**config.mk**
```make
export PLATFORM = sky130hd
export DESIGN_NAME = clksel_ctrl
export DESIGN_NICKNAME = d
export VERILOG_FILES = /design/src/rtl/clksel_pkg.sv /design/src/rtl/clksel_regs.sv /design/src/rtl/clksel_fsm.sv /design/src/rtl/clksel_ratio.sv /design/src/rtl/clksel_ctrl.sv
export SDC_FILE = /design/constraint.sdc
export NUM_CORES = 1
export LEC_CHECK = 0
export ABC_AREA = 1
export CAP_MARGIN = 20
export CORE_MARGIN = 2
export CORE_UTILIZATION = 40
export DETAILED_ROUTE_END_ITERATION = 8
export PLACE_DENSITY = 0.74
export SLEW_MARGIN = 5
export SYNTH_ARGS = -nofsm -noshare
export SYNTH_HDL_FRONTEND = slang
export SYNTH_SLANG_ARGS = --single-unit
```
**constraint.sdc**
```tcl
create_clock -name clk -period 3.81 [get_ports clk]
set_input_delay 0.9525 -clock clk [delete_from_list [all_inputs] [get_ports clk]]
set_output_delay 0.9525 -clock clk [all_outputs]
set_load 0.02 [all_outputs]
```
**src/rtl/clksel_pkg.sv**
```systemverilog
package clksel_pkg;

    localparam int DATA_W     = 8;
    localparam int ADDR_W     = 2;
    localparam int CODE_W     = 3;
    localparam int RATIO_W    = 4;

    localparam logic [ADDR_W-1:0] A_DIV    = 2'd0;
    localparam logic [ADDR_W-1:0] A_PLL    = 2'd1;
    localparam logic [ADDR_W-1:0] A_SEL    = 2'd2;
    localparam logic [ADDR_W-1:0] A_STATUS = 2'd3;

    localparam logic [DATA_W-1:0] MASK_DIV = 8'h0F;
    localparam logic [DATA_W-1:0] MASK_PLL = 8'h3F;
    localparam logic [DATA_W-1:0] MASK_SEL = 8'h1F;

    typedef enum logic [1:0] {
        ST_RUN      = 2'd0,
        ST_WAIT     = 2'd1,
        ST_WAIT_ALT = 2'd2
    } wfi_state_e;

    typedef struct packed {
        logic              half_in;
        logic [CODE_W-1:0] presc_code;
        logic [1:0]        mul_code;
        logic [CODE_W-1:0] div_code;
        logic              pll_en;
        logic              xt16;
        logic              alt_sw;
        logic              lp_on_wfi;
        logic              alt_on_wfi;
        logic              lp_mode;
    } ctl_t;

endpackage

```
**src/rtl/clksel_regs.sv**
```systemverilog
module clksel_regs
    import clksel_pkg::*;
(
    input  logic              clk,
    input  logic              rst_n,
    input  logic              wr_en,
    input  logic [ADDR_W-1:0] wr_addr,
    input  logic [DATA_W-1:0] wr_data,
    input  logic [ADDR_W-1:0] rd_addr,
    input  logic              alt_present,
    input  logic [DATA_W-1:0] status,
    output logic [DATA_W-1:0] rd_data,
    output ctl_t              ctl
);

    logic [DATA_W-1:0] div_q, pll_q, sel_q;
    logic [DATA_W-1:0] sel_d;

    // register 2 next value: software write first, then alternate-loss clear
    always_comb begin
        sel_d = sel_q;
        if (wr_en && wr_addr == A_SEL) begin
            sel_d = wr_data & MASK_SEL;
        end
        if (!alt_present) begin
            sel_d[1] = 1'b0;
        end
    end

    always_ff @(posedge clk or negedge rst_n) begin
        if (!rst_n) begin
            div_q <= '0;
            pll_q <= '0;
            sel_q <= '0;
        end else begin
            if (wr_en && wr_addr == A_DIV) begin
                div_q <= wr_data & MASK_DIV;
            end
            if (wr_en && wr_addr == A_PLL) begin
                pll_q <= wr_data & MASK_PLL;
            end
            sel_q <= sel_d;
        end
    end

    always_comb begin
        unique case (rd_addr)
            A_DIV:    rd_data = div_q;
            A_PLL:    rd_data = pll_q;
            A_SEL:    rd_data = sel_q;
            A_STATUS: rd_data = status;
            default:  rd_data = '0;
        endcase
    end

    always_comb begin
        ctl.half_in    = div_q[0];
        ctl.presc_code = div_q[3:1];
        ctl.mul_code   = pll_q[1:0];
        ctl.div_code   = pll_q[4:2];
        ctl.pll_en     = pll_q[5];
        ctl.xt16       = sel_q[0];
        ctl.alt_sw     = sel_q[1];
        ctl.lp_on_wfi  = sel_q[2];
        ctl.alt_on_wfi = sel_q[3];
        ctl.lp_mode    = sel_q[4];
    end

endmodule

```
**src/rtl/clksel_fsm.sv**
```systemverilog
module clksel_fsm
    import clksel_pkg::*;
(
    input  logic clk,
    input  logic rst_n,
    input  logic wfi_enter,
    input  logic wake_irq,
    input  logic alt_present,
    input  logic alt_on_wfi,
    input  logic lp_on_wfi,
    output logic waiting,
    output logic alt_force,
    output logic lp_force
);

    wfi_state_e state_q, state_d;
    logic       lp_hold_q, lp_hold_d;

    always_ff @(posedge clk or negedge rst_n) begin
        if (!rst_n) begin
            state_q   <= ST_RUN;
            lp_hold_q <= 1'b0;
        end else begin
            state_q   <= state_d;
            lp_hold_q <= lp_hold_d;
        end
    end

    always_comb begin
        state_d   = state_q;
        lp_hold_d = lp_hold_q;
        unique case (state_q)
            ST_RUN: begin
                if (wfi_enter) begin
                    lp_hold_d = lp_on_wfi;
                    if (alt_on_wfi && alt_present) begin
                        state_d = ST_WAIT_ALT;       // ENTER_ALT
                    end else begin
                        state_d = ST_WAIT;           // ENTER_KEEP
                    end
                end
            end
            ST_WAIT: begin
                if (wake_irq) begin
                    state_d   = ST_RUN;              // WAKE
                    lp_hold_d = 1'b0;
                end
            end
            ST_WAIT_ALT: begin
                if (wake_irq) begin
                    state_d   = ST_RUN;              // WAKE
                    lp_hold_d = 1'b0;
                end else if (!alt_present) begin
                    state_d = ST_WAIT;               // DROP
                end
            end
            default: begin
                state_d   = ST_RUN;
                lp_hold_d = 1'b0;
            end
        endcase
    end

    always_comb begin
        waiting   = 1'b0;
        alt_force = 1'b0;
        unique case (state_q)
            ST_RUN:      begin waiting = 1'b0; alt_force = 1'b0; end
            ST_WAIT:     begin waiting = 1'b1; alt_force = 1'b0; end
            ST_WAIT_ALT: begin waiting = 1'b1; alt_force = 1'b1; end
            default:     begin waiting = 1'b0; alt_force = 1'b0; end
        endcase
        lp_force = waiting & lp_hold_q;
    end

endmodule

```
**src/rtl/clksel_ratio.sv**
```systemverilog
module clksel_ratio
    import clksel_pkg::*;
(
    input  logic [1:0]         mul_code,
    input  logic [CODE_W-1:0]  div_code,
    input  logic [CODE_W-1:0]  presc_code,
    output logic [RATIO_W-1:0] pll_mul,
    output logic [RATIO_W-1:0] pll_div,
    output logic [RATIO_W-1:0] cpu_presc
);

    localparam int PAD_W = RATIO_W - CODE_W;

    always_comb begin
        unique case (mul_code)
            2'b00:   pll_mul = RATIO_W'(6);
            2'b01:   pll_mul = RATIO_W'(8);
            2'b10:   pll_mul = RATIO_W'(10);
            2'b11:   pll_mul = RATIO_W'(14);
            default: pll_mul = RATIO_W'(6);
        endcase
    end

    assign pll_div   = {{PAD_W{1'b0}}, div_code}   + RATIO_W'(1);
    assign cpu_presc = {{PAD_W{1'b0}}, presc_code} + RATIO_W'(1);

endmodule

```
**src/rtl/clksel_ctrl.sv**
```systemverilog
module clksel_ctrl
    import clksel_pkg::*;
(
    input  logic        clk,
    input  logic        rst_n,
    input  logic        wr_en,
    input  logic [1:0]  wr_addr,
    input  logic [7:0]  wr_data,
    input  logic [1:0]  rd_addr,
    output logic [7:0]  rd_data,
    input  logic        wfi_enter,
    input  logic        wake_irq,
    input  logic        alt_present,
    output logic        half_sel,
    output logic [3:0]  cpu_presc,
    output logic [3:0]  pll_mul,
    output logic [3:0]  pll_div,
    output logic        pll_sel,
    output logic        xt16_sel,
    output logic        alt_sel,
    output logic        low_power,
    output logic        xtal_stop
);

    ctl_t              ctl;
    logic              waiting, alt_force, lp_force;
    logic              alt_eff;
    logic [DATA_W-1:0] status;
    logic              lp_on_wfi, alt_on_wfi;

    assign lp_on_wfi  = ctl.lp_on_wfi;
    assign alt_on_wfi = ctl.alt_on_wfi;

    clksel_regs u_regs (
        .clk         (clk),
        .rst_n       (rst_n),
        .wr_en       (wr_en),
        .wr_addr     (wr_addr),
        .wr_data     (wr_data),
        .rd_addr     (rd_addr),
        .alt_present (alt_present),
        .status      (status),
        .rd_data     (rd_data),
        .ctl         (ctl)
    );

    clksel_fsm u_fsm (
        .clk         (clk),
        .rst_n       (rst_n),
        .wfi_enter   (wfi_enter),
        .wake_irq    (wake_irq),
        .alt_present (alt_present),
        .alt_on_wfi  (alt_on_wfi),
        .lp_on_wfi   (lp_on_wfi),
        .waiting     (waiting),
        .alt_force   (alt_force),
        .lp_force    (lp_force)
    );

    clksel_ratio u_ratio (
        .mul_code   (ctl.mul_code),
        .div_code   (ctl.div_code),
        .presc_code (ctl.presc_code),
        .pll_mul    (pll_mul),
        .pll_div    (pll_div),
        .cpu_presc  (cpu_presc)
    );

    // source priority: alternate, crystal /16, PLL, direct crystal
    always_comb begin
        alt_eff   = ctl.alt_sw | alt_force;
        alt_sel   = alt_eff;
        xt16_sel  = ctl.xt16 & ~alt_eff;
        pll_sel   = ctl.pll_en & ~ctl.xt16 & ~alt_eff;
        half_sel  = ctl.half_in;
        low_power = ctl.lp_mode | lp_force;
        xtal_stop = alt_eff & alt_present;
        status    = {3'b000, low_power, waiting, xtal_stop, alt_eff, alt_present};
    end

endmodule

```
# Word-level counts from Yosys, hierarchy flattened

Index checks and enable logic that the tools add are counted.

Logic and storage cells: 58
Input port bits: 18
Register bits: 18
Output and inout port bits: 26

Multiplexer cells: 15
Equality and inequality tests: 15
Bitwise gates (word level): 9
Reduce and logical (&&, ||, !) cells: 11
Add/subtract/negate cells: 2

Operator list:

| cell                                                             | count |
|---|---|
| 8-bit case mux with 4 select lines                               | 1 |
| 4-bit case mux with 4 select lines                               | 1 |
| 2-bit == test (second input constant)                            | 6 |
| 2-bit 2-to-1 mux                                                 | 6 |
| 3-bit by 1-bit adder with 4-bit output (second input constant)   | 2 |
| 2-bit by 1-bit == test with 1-bit output (second input constant) | 4 |
| 2-bit zero test                                                  | 4 |
| 2-bit case mux with 3 select lines                               | 1 |
| 1-bit AND                                                        | 5 |
| 1-bit 2-to-1 mux                                                 | 5 |
| 1-bit logical AND                                                | 4 |
| 2-bit by 1-bit != test with 1-bit output (second input constant) | 2 |
| 2-bit != test (second input constant)                            | 2 |
| 3-bit != test (second input constant)                            | 1 |
| 3-bit AND reduction                                              | 1 |
| 1-bit inverter                                                   | 2 |
| 1-bit OR                                                         | 2 |
| 1-bit case mux with 2 select lines                               | 1 |
| 2-bit AND reduction                                              | 1 |
| 2-bit OR reduction                                               | 1 |

# Longest topological paths before layout

Word-level depth: 6
Depth in mapped cells: 7
Mapped depth without buffers: 7

# By module

From an unflattened synthesis, not the netlist that was laid out.

Cell total of the unflattened synthesis: 170
Area total of the unflattened synthesis: 1,236.2 um^2

By module, submodules not included:

| module       | cells each | instances | area an instance (um^2) |
|---|---|---|---|
| clksel_regs  | 96         | 1         | 793.3 |
| clksel_fsm   | 35         | 1         | 247.7 |
| clksel_ratio | 27         | 1         | 145.1 |
| clksel_ctrl  | 12         | 1         | 50.0 |

# Least setup slack after synthesis

No wires, ideal clock.

Path kind: input-to-output
From: in alt_present
To: out rd_data[2]
Data arrival time: 1.594 ns
Cell stages on the path: 4
Slack: 1.264 ns
Data required time: 2.858 ns
Path buffers: 0
Path through: inv_1 nor2_1 nand2_1 nand3_1

Cells in the longest elaborated chain, start to end: 2

Ends and longest elaborated chain:

| what                               | RTL line          | source |
|---|---|---|
| from (decl)                        | clksel_ctrl.sv:13 | `input logic alt_present,` |
| 1-bit AND                          | clksel_ctrl.sv:77 | `xtal_stop = alt_eff & alt_present;` |
| via xtal_stop                      | clksel_ctrl.sv:22 | `output logic xtal_stop` |
| 8-bit case mux with 4 select lines | clksel_regs.sv:47 | `unique case (rd_addr)` |
| to (decl)                          | clksel_ctrl.sv:10 | `output logic [7:0] rd_data,` |

The timed path passes the listed nets, and every way through them passes these cells. The select of a mux whose other input is x is not followed.

# Worst setup path in the final report

From: in rd_addr[1]
To: out rd_data[0]

Cells in the longest elaborated chain, start to end: 2
Elaborated cells between the ends (all ways): 5
Those cells by class: eq/ne: 3; mux: 1; reduce/logical: 1

Ends and longest elaborated chain:

| what                                   | RTL line          | source |
|---|---|---|
| from (decl)                            | clksel_ctrl.sv:9  | `input logic [1:0] rd_addr,` |
| 2-bit == test (tied with other cells)  | clksel_regs.sv:47 |  |
| 8-bit case mux with 4 select lines (*) | clksel_regs.sv:47 |  |

Every way passes the cells marked *; elsewhere a longest branch is shown, timed or not. The select of a mux whose other input is x is not followed.

==> flow_summary.rst <==
.. list-table::
   :header-rows: 1

   * - Metric
     - Value
   * - Number of port buffers
     - 38
   * - Finish-stage setup viols
     - 0
   * - Number of instances in the synthesized netlist
     - 154
   * - Synthesis-stage register bit count
     - 18
   * - Post-Syn Area per Cell
     - roughly 7.4 sq um
   * - All-layer global routing usage
     - 17.9%
   * - Sequential share of the synthesized area
     - 39.4%
   * - Clock root buffer master
     - sky130_fd_sc_hd__clkbuf_4
   * - Post-synth ARST share
     - 100%
   * - Overall die height
     - 57.5 um
   * - Final estimated routing congestion in global placement
     - 0.797
   * - Worst endpoint required time
     - 2.86 ns
   * - Part of the total power dissipated in the clock network
     - ~16%
   * - First-pass GRT wire length
     - about 4600 um
   * - Initial antenna violation count
     - 0
   * - GR Layer Usage met1
     - a little under a quarter
   * - Worst slack at placement
     - 0.266 ns
   * - Buffers & Inverters on Critical Path
     - 3
   * - Top cell type's share of synthesized area
     - between 30% and 40%
   * - Cell Area, Placed
     - 1540 sq um
   * - Data arrival time of the critical path
     - 2.61 ns
   * - Synth area leader
     - sky130_fd_sc_hd__dfrtp_1
   * - CP Cell Sequence
     - clkdlybuf4s50_1, inv_2, nor2_2, nand2_1, nand4_1, clkdlybuf4s50_1
   * - Routed length per placed instance
     - 11.9 um
   * - Number of vias per cell
     - just under 5
   * - Die extent in x
     - between 50 and 60 um
   * - Starting utilization of the core area
     - 41.8%
   * - Area Overhead vs Synth
     - 38.2%
   * - Met2 track utilization from global routing
     - between 30 and 40%
   * - Met3 Resource Use GR
     - ~2.5%
   * - Most crowded layer after global routing
     - met2
   * - Highest fanout seen on the critical path
     - 6
   * - Worst path max stage delay
     - 0.61 ns
   * - Post-CTS Repair Setup Buffers
     - 0
   * - Clock-pin slew of the registers on the worst-case setup and hold paths
     - 0.10 ns
   * - Count of hold buffers inserted by post-cts repair
     - 0
   * - Net switching power
     - just under 0.3 mW
   * - CTS tree
     - done
   * - Share of final-layout standard cells stronger than drive strength 1
     - about a tenth
   * - Count of H-tree levels built during CTS
     - 1
   * - Total vias in the final route
     - roughly 1100
   * - Wirelength, routed
     - approximately 2700 um
   * - Post-Layout Inst Area
     - 1580 sq um
   * - PD cells
     - 473 nW/um^2
   * - Cell type of the slowest stage on the worst timing path
     - sky130_fd_sc_hd__clkdlybuf4s50_1
   * - Netlist cell types
     - 22
   * - Top FF cell, synth
     - sky130_fd_sc_hd__dfrtp_1
   * - ANT nets after route
     - 0
   * - Number of enable flip-flop cells after synthesis
     - 0
   * - Setup repair after global routing missed its margin
     - false
   * - First drt pass iteration count
     - 5
   * - Slew at the pin with the worst max-slew slack
     - 0.807 ns
   * - Final worst-path cycle share
     - 93.6%
   * - Combinational Power Share
     - 49.0%
   * - Static leakage power
     - 0.803 nW
   * - Final hold viol count
     - 0
   * - Crit path launch type
     - primary input
   * - Most frequent cell after synthesis
     - sky130_fd_sc_hd__nand2_1
   * - Most used cell along the critical path
     - sky130_fd_sc_hd__clkdlybuf4s50_1
   * - Std-Cell Core Area
     - 2730 sq um
   * - Resized cells post-CTS
     - 0
   * - Die ar.
     - 3300 sq um
   * - DRC viols
     - 0
   * - Final Skew
     - 0.00355 ns
   * - Number of max-slew violations in the final report
     - 0
   * - Total I/O pin count
     - 44
   * - Final #Nets
     - 221
   * - Worst-case setup margin in the final layout
     - 0.244 ns
   * - VDD IR max
     - 0.300 mV
   * - Internal
     - between 0.4 and 0.5 mW
   * - Sink count of the clock tree
     - 18
   * - Outcome
     - finished clean
   * - Cell Area, Synth
     - 1140 sq um
   * - Vias in the first global route
     - between 1000 and 1500
   * - Class of the tightest hold or removal check
     - reg2reg
   * - Total gr overflow
     - 0
   * - Reg power frac
     - roughly a third
   * - Max-Cap Viols
     - 0
   * - Headroom to the max-slew limit
     - 46.0%
   * - Std cell rows
     - 19
   * - Latest clock arrival within the worst-skew pair
     - 0.30 ns
   * - Category of the worst setup path capture point
     - output pin
   * - Number of diodes added for antenna fixing
     - 0
   * - Biggest area contributors in the synthesized netlist
     - sky130_fd_sc_hd__dfrtp_1 39%, sky130_fd_sc_hd__nand2_1 16%, sky130_fd_sc_hd__ha_1 7.7%
   * - Worst setup path class
     - in2out
   * - Commonest cells post-synth
     - 49 x sky130_fd_sc_hd__nand2_1, 23 x sky130_fd_sc_hd__inv_1, 18 x sky130_fd_sc_hd__dfrtp_1, 9 x sky130_fd_sc_hd__nor2_1, 9 x sky130_fd_sc_hd__o21ai_1
   * - Max Fclk
     - 280 MHz
   * - Clk buf depth
     - 2
   * - Post-route minimum period
     - 3.57 ns
   * - DRT iter0 DRCs
     - 41
   * - Number of buffers inserted during clock tree synthesis
     - 3
   * - Share of total power consumed by net switching
     - 39.6%
   * - Setup TNS Final
     - 0 ns
   * - Total of warnings raised by yosys
     - 0
   * - Largest net degree at the start of global routing
     - 19
   * - Half-perimeter wire length of the detailed placement result
     - 2190 um
   * - Kind of cell adding the most delay to the critical path
     - buffers and inverters
==> power groups by stage <==
stage / combinational (mW) / sequential (mW) / clock [mW]
after global placement: 0.360 / 0.264 / 0
final: 0.366 / 0.261 / 0.121
after global routing: 0.405 / 0.268 / 0.131
after floorplan: 0.219 / 0.259 / 0
after detailed placement: 0.367 / 0.265 / 0
after CTS: 0.369 / 0.261 / 0.123
==> final cells by class <==
cell class | count | area, sq um
fillers | 249 | 1150
multi-input cells | 106 | 562
flip-flops and latches | 18 | 450
repair buffers | 39 | 388
inverters | 28 | 105
well taps | 31 | 38.8
clock buffers | 4 | 36.3
==> cell families (layout without fill, tap and decap cells) <==
kind of cell / count (synthesis) / in the layout / share of synthesized area (%)
AO/OA/AOI/OAI: 18 / 18 / 10.2
other: 1 / 3 / 0.328
adder cells (fa/ha/maj): 7 / 7 / 7.66
AND/OR/NAND/NOR: 76 / 76 / 28.8
buffers and inverters: 32 / 71 / 12.1
XOR/XNOR: 2 / 2 / 1.53
flip-flops: 18 / 18 / 39.4
==> stage by stage <==
stage	instances	power [mW]	hold WS (ns)	utilization, %
after global routing	226	0.805	0.561	57.8
after CTS	226	0.753	0.520	57.8
final	226	0.748	0.512	57.8
after floorplan	156	0.478	0.453	-
after global placement	222	0.623	0.481	56.5
after detailed placement	222	0.632	0.495	56.5
==> tightest hold or removal path, delay by kind of cell, from the launching register on <==
family / cells / cell delay [ns]
flops: 1 / 0.36
compound gates: 1 / 0.06
simple gates: 1 / 0.05
==> placed cells by master (no fill, tap or decap), types with 4 or more instances in the layout <==
cell type and count:
sky130_fd_sc_hd__clkdlybuf4s50_1 38, sky130_fd_sc_hd__dfrtp_1 18, sky130_fd_sc_hd__ha_1 7, sky130_fd_sc_hd__inv_1 23, sky130_fd_sc_hd__inv_2 4, sky130_fd_sc_hd__nand2_1 49, sky130_fd_sc_hd__nand3_1 8, sky130_fd_sc_hd__nor2_1 9
sky130_fd_sc_hd__o21ai_1 9, sky130_fd_sc_hd__o21ai_2 5
==> state kept, by name, indices dropped and copies added, names as in the netlist <==
register,cells
u_regs.pll_q,6
u_fsm.state_q,2
u_fsm.lp_hold_q,1
u_regs.div_q,4
u_regs.sel_q,5
==> worst paths after layout <==
check                                             start                           to  slack [ns]  cells past startpoint
setup / recovery                             rd_addr[1]                   rd_data[0]        0.24                      6
hold reg to reg             u_fsm.lp_hold_q$_DFFE_PN0P_  u_fsm.lp_hold_q$_DFFE_PN0P_        0.51                      2
hold / removal              u_fsm.lp_hold_q$_DFFE_PN0P_  u_fsm.lp_hold_q$_DFFE_PN0P_        0.51                      2
max in group asynchronous                         rst_n  u_regs.pll_q[4]$_DFFE_PN0P_        2.20                      1
min in group asynchronous                         rst_n  u_regs.div_q[3]$_DFFE_PN0P_        1.11                      1
setup reg to reg           u_fsm.state_q[0]$_DFFE_PN0P_  u_fsm.lp_hold_q$_DFFE_PN0P_        2.63                      6
==> layer usage <==
metal	vias up	wire (um)
li1	557	-
met1	505	1260
met2	37	1280
met3	3	120
met4	0	30
met5	-	0
(Power assumes the default switching activity.)
